File: src/rtl/bhit_pkg.sv
package bhit_pkg;

   // saturating increment on a CNT_W-bit count
   function automatic logic [7:0] sat_inc(input logic [7:0] val, input logic [7:0] max);
      return (val >= max) ? max : val + 8'd1;
   endfunction

endpackage

File: src/rtl/bhit_phase.sv
module bhit_phase #(
   parameter int WIN_W = 10
) (
   input  logic             clk,
   input  logic             rst_n,
   input  logic [WIN_W-1:0] win_len_i,
   output logic             roll_o,
   output logic             sel_o
);

   logic [WIN_W-1:0] half_len;
   logic [WIN_W-1:0] ph_cnt;

   always_comb begin
      half_len = win_len_i >> 1;
      if (half_len == '0) half_len = {{(WIN_W-1){1'b0}}, 1'b1};
   end

   assign roll_o = (ph_cnt >= half_len - 1'b1);

   always_ff @(posedge clk) begin
      if (!rst_n) begin
         ph_cnt <= '0;
         sel_o  <= 1'b0;
      end else if (roll_o) begin
         ph_cnt <= '0;
         sel_o  <= ~sel_o;
      end else begin
         ph_cnt <= ph_cnt + 1'b1;
      end
   end

endmodule

File: src/rtl/bhit_slot.sv
module bhit_slot #(
   parameter int CNT_W = 4
) (
   input  logic clk,
   input  logic rst_n,
   input  logic inc_i,
   input  logic sel_i,
   input  logic roll_i,
   output logic idle_o
);
   import bhit_pkg::*;

   localparam logic [CNT_W-1:0] CMAX = {CNT_W{1'b1}};

   logic [CNT_W-1:0] cnt0, cnt1;
   logic [7:0]       nxt0, nxt1;

   assign nxt0 = sat_inc(8'(cnt0), 8'(CMAX));
   assign nxt1 = sat_inc(8'(cnt1), 8'(CMAX));

   always_ff @(posedge clk) begin
      if (!rst_n) begin
         cnt0 <= '0;
         cnt1 <= '0;
      end else begin
         // inactive set is cleared as it becomes active
         if (roll_i && sel_i)  cnt0 <= '0;
         if (roll_i && !sel_i) cnt1 <= '0;
         if (inc_i && !sel_i)  cnt0 <= nxt0[CNT_W-1:0];
         if (inc_i && sel_i)   cnt1 <= nxt1[CNT_W-1:0];
      end
   end

   assign idle_o = (cnt0 == '0) && (cnt1 == '0);

endmodule

File: src/rtl/bank_idle_tracker.sv
module bank_idle_tracker #(
   parameter int NUM_BANKS = 64,
   parameter int CNT_W     = 4,
   parameter int WIN_W     = 10,
   localparam int BANK_W   = (NUM_BANKS > 1) ? $clog2(NUM_BANKS) : 1
) (
   input  logic              clk,
   input  logic              rst_n,
   input  logic [WIN_W-1:0]  win_len_i,
   input  logic              rec_vld_i,
   input  logic [BANK_W-1:0] rec_bank_i,
   input  logic              qry_vld_i,
   input  logic [BANK_W-1:0] qry_bank_i,
   output logic              qry_expedite_o
);

   localparam bit POW2 = ((1 << BANK_W) == NUM_BANKS);

   if (NUM_BANKS < 2) begin : g_chk_banks
      $error("NUM_BANKS must be at least 2");
   end
   if (CNT_W < 1 || CNT_W > 8) begin : g_chk_cnt
      $error("CNT_W must be in 1..8");
   end
   if (WIN_W < 2) begin : g_chk_win
      $error("WIN_W must be at least 2");
   end

   logic                 roll, sel;
   logic [NUM_BANKS-1:0] idle_vec;

   bhit_phase #(.WIN_W(WIN_W)) phase_i (
      .clk(clk), .rst_n(rst_n), .win_len_i(win_len_i),
      .roll_o(roll), .sel_o(sel)
   );

   for (genvar b = 0; b < NUM_BANKS; b++) begin : g_slot
      logic hit;
      assign hit = rec_vld_i && (rec_bank_i == BANK_W'(b));
      bhit_slot #(.CNT_W(CNT_W)) slot_i (
         .clk(clk), .rst_n(rst_n), .inc_i(hit),
         .sel_i(sel), .roll_i(roll), .idle_o(idle_vec[b])
      );
   end

   if (POW2) begin : g_sel_pow2
      assign qry_expedite_o = qry_vld_i && idle_vec[qry_bank_i];
   end else begin : g_sel_guard
      logic in_range;
      assign in_range       = (32'(qry_bank_i) < NUM_BANKS);
      assign qry_expedite_o = qry_vld_i && in_range && idle_vec[qry_bank_i];
   end

endmodule

File: config.mk
export PLATFORM = sky130hd
export DESIGN_NAME = bank_idle_tracker
export DESIGN_NICKNAME = d
export VERILOG_FILES = /design/src/rtl/bhit_pkg.sv /design/src/rtl/bhit_phase.sv /design/src/rtl/bhit_slot.sv /design/src/rtl/bank_idle_tracker.sv
export SDC_FILE = /design/constraint.sdc
export NUM_CORES = 2
export LEC_CHECK = 0
export BUFFER_PORTS_ARGS = -buffer_cell sky130_fd_sc_hd__buf_4
export CAP_MARGIN = 5
export CELL_PAD_IN_SITES_DETAIL_PLACEMENT = 1
export CELL_PAD_IN_SITES_GLOBAL_PLACEMENT = 1
export CORE_UTILIZATION = 49
export CTS_CLUSTER_SIZE = 8
export DETAILED_ROUTE_END_ITERATION = 10
export PLACE_DENSITY = 0.84
export SLEW_MARGIN = 20
export SYNTH_ARGS = -nofsm -noshare
export SYNTH_HDL_FRONTEND = slang
export SYNTH_SLANG_ARGS = --single-unit
File: constraint.sdc
create_clock -name clk -period 3.8 [get_ports clk]
set_input_delay 0.95 -clock clk [delete_from_list [all_inputs] [get_ports clk]]
set_output_delay 0.95 -clock clk [all_outputs]
set_load 0.02 [all_outputs]
==> summary.md <==
| Metric | Value |
|---|---|
| Status | finished with violations |
| Violations in the final reports | negative setup slack |
| Pin count of the biggest net entering global routing | 91 |
| Worst R2R Setup Slack | roughly 1.2 ns |
| Max IR drop VDD | ~0.00031 V |
| Source of the worst hold timing path | phase_i.ph_cnt[0]$_SDFF_PP0_ |
| Commonest non-fill, non-tap cell in the layout | dfxtp_1 |
| RD Place Congestion | between 0.8 and 0.9 |
| Number of hold-repair buffers added at the cts stage | 0 |
| Fraction of final layout cells sized beyond drive strength 1 | under 10% |
| Endpoint of the most critical register-to-register path | g_slot[41].slot_i.cnt1[3]$_SDFFE_PN0P_ |
| Critical Path Source Type | input port |
| Global-route wire length before repair | 154 mm |
| Cell Area, Synth | 30000 um2 |
| Post-synth net total | 4053 |
| Flip-flop and latch count after synthesis | 523 |
| First-pass DRT Iterations | 5 |
| # clock sinks | between 500 and 600 |
| Number of enable-type register cells in the synthesized netlist | 0 |
| Leakage power of the design | 12.2 nW |
| Cell chosen for the clock root | clkbuf_16 |
| Asr flop ratio synth | 0% |
| Most common cell on crit path | buf_4 |
| Setup repair after global routing missed its margin | yes |
| Final hold slack | 0.486 ns |
| Clk buf depth | 3 |
| Leading cell types by total area after synthesis | dfxtp_1 (35%), ha_1 (11%), a31oi_1 (6.6%) |
| Synth area leader | dfxtp_1 |
| Maximum Capacitance Violations | 0 |
| Worst rel slew slack | 47.5% |
| Worst Path Arrival | approximately 3.1 ns |
| Critical path depth | 12 |
| Die boundary width | between 200 and 250 um |
| Post-route ant nets | 0 |
| Kind of capture point of the worst setup path | output pin |
| Worst Max-Slew Pin Slew | 0.785 ns |
| First-iteration detailed-routing DRC count | 1690 |
| Area growth from synthesis to final layout | 13.1% |
| Critical path launch point | qry_bank_i[0] |
| Total DRC errors in the routed layout | 0 |
| DP HPWL | 62.9 mm |
| Effective utilization at floorplan | 49.6% |
| Wire length reported by the detailed router | roughly 95 mm |
| Final clock period utilization by the worst path | 106% |
| Final count of hold timing violations | 0 |
| Die Y-Extent | 249 um |
| Critical path buffer and inverter count | 6 |
| WL per Instance | 20.6 um |
| H-tree level count | 3 |
| Sink of the worst hold path | phase_i.ph_cnt[0]$_SDFF_PP0_ |
| Overflow left after global routing | 0 |
| Number of antenna violations at the first check in global routing | 0 |
| Cell type of the slowest stage on the worst timing path | or4_1 |
| Clock period minus final worst setup slack | 4.05 ns |
| Dpl cells | 4557 |
| Final cell count without fillers | about 4600 |
| Sequential element share of the synthesized area | 34.9% |
| Cell depth of the worst min-delay path | 1 |
| Clock latency at the later pin of the worst-skew pair | between 0.6 and 0.7 ns |
| Maximum fanout along the worst path | 14 |
| Layout filler cell count | 7330 |
| Final design area excluding fillers | ~34000 um2 |
| Worst R2R Path Depth | 7 |
| Crit path cell chain | buf_16, buf_12, buf_4, nand4bb_1, nor4_2, buf_4, nor4_1, or4_1, o311a_1, o32ai_4, buf_4, buf_6 |
| Pwr dens | 356 nW/um2 |
| All-layer global routing usage | 30.3% |
| Core area | 60500 um2 |
| Area of combinational cells with multiple inputs | 18100 um2 |
| Floorplan die area | 62200 um2 |
| Detailed-route via count | roughly 29000 |
| Number of failing setup endpoints in the final timing report | 1 |
| Mean cell area of the mapped netlist | 7.98 um2 |
| Footprint of the flip-flops and latches | 10500 um2 |
| Library cells used by synthesis | 52 |
| IO Pins | 27 |
| Post-layout util | 56.1% |
| Peak Freq | 0.247 GHz |
| HP Class | flip-flop to flip-flop |
| Number of nets at the end of the flow | 4150 |
| WP data required | 2.85 ns |
| Port Buffer Count | 25 |
| Type of the worst setup path | input port to output pin |
| Clock transition at the registers of the reported paths | 0.05 ns |
| Yosys warns | 0 |
| Total power of the final layout | around 0.012 W |
| Dominant synthesized flop cell | dfxtp_1 |
| Diodes inserted | 0 |
| Slack of the critical path | -0.246 ns |
| Setup clock skew after layout | 0.0214 ns |
| Peak per-stage delay on the critical path | 0.52 ns |
| Worst reg2reg startpoint | phase_i.sel_o$_SDFFE_PN0P_ |
| Post-synthesis cell count | between 3000 and 4000 |
| TritonCTS clock tree | done |
| Post-detailed-route via-to-cell ratio | 6.20 |
| Cell family contributing the most delay on the critical path | simple AND/OR/NAND/NOR gates |
| Max-slew violation count | 0 |
| Vias in the first global route | around 29000 |
| Number of placement rows | 90 |
| Most frequent cells in the layout | dfxtp_1 (523), nand2_1 (347), a31oi_1 (316), nor2_1 (294), nor3_1 (277) |
| Portion of synthesized cell area occupied by the leading cell type | 34.9% |
| Area post-placement | 31800 um2 |
| TritonCTS buffer count | 75 |
==> how the worst max path moves through the flow <==
stage / to / slack (ns)
after global routing: qry_expedite_o / -0.33
after global placement: qry_expedite_o / -0.72
after CTS: qry_expedite_o / -0.23
after detailed placement: qry_expedite_o / -0.73
after floorplan: qry_expedite_o / 0.15
final: qry_expedite_o / -0.25
==> sequential cells by signal, summed over array words and instances, names as in the netlist <==
name / flops
g_slot.slot_i.cnt0: 256
phase_i.ph_cnt: 10
g_slot.slot_i.cnt1: 256
phase_i.sel_o: 1
==> synth_stat cells, types with 64 or more instances <==
cell type and instances:
nand3_1 211, nand2b_1 72, nor2_1 299, inv_1 263, nand4_1 73, a21oi_1 215
and2_1 130, a31oi_1 316, o22ai_1 128, ha_1 268, nor2b_1 135, nor3_1 282
mux2i_1 64, and4b_1 64, nand2_1 351, dfxtp_1 523
==> power by group <==
part | total (W) | internal [W] | switching, W
clock | 0.00600 | 0.00354 | 0.00246
sequential | 0.00551 | 0.00550 | 0.0000108
combinational | 0.000570 | 0.000200 | 0.000370
==> what timing repair did <==
| item | 4_1_cts | 5_1_grt |
|---|---|---|
| pin swaps | 4 | 1 |
| endpoints found under the setup margin | 1 | 1 |
| gates resized for setup | 29 | 8 |
| buffers inserted | 4 | 0 |
| gates cloned | 0 | 0 |
==> worst register-to-register path: cells and delay by family, from the launching register on <==
kind | cells | cell delay (ns)
and+or+nand+nor | 5 | 1.32
DFF | 1 | 0.68
buffers and inverters | 1 | 0.34
AOI/OAI and AO/OA | 1 | 0.19
==> kinds of logic after synthesis <==
family / Yosys count / synth area share, %
compound gates: 740 / 14.9
xor+xnor: 15 / 0.438
fa+ha+maj: 268 / 11.2
buf+inv: 397 / 5.69
flops: 523 / 34.9
mux: 71 / 2.43
other cells: 1 / 0.0125
simple gates: 1744 / 30.5
==> per-stage QoR <==
step           TNS (ns)  setup WS, ns
6_report         -0.246        -0.246
3_5_place_dp     -78.62        -0.730
2_1_floorplan         0         0.146
3_3_place_gp     -60.36        -0.720
5_1_grt          -0.334        -0.334
4_1_cts          -0.232        -0.232
==> layout make-up <==
class                      instances  share of cell area [%]
multi-input combinational       2839                    53.2
clock buffer                      77                    5.68
tap                              782                    2.88
sequential                       523                    30.8
inverter                         263                    2.91
timing repair buffer             154                    4.38
clock inverter                     3                  0.0737
==> metal layers <==
metal  vias up  global-route usage (%)  part of all wire [%]
met5         -                       0                     0
met4         0                    13.0                   4.2
met3       262                    4.33                   4.7
met2       607                    52.0                    47
met1     14200                    37.9                    44
li1      13700                       -                     -
Power figures use the tool's default switching activity.
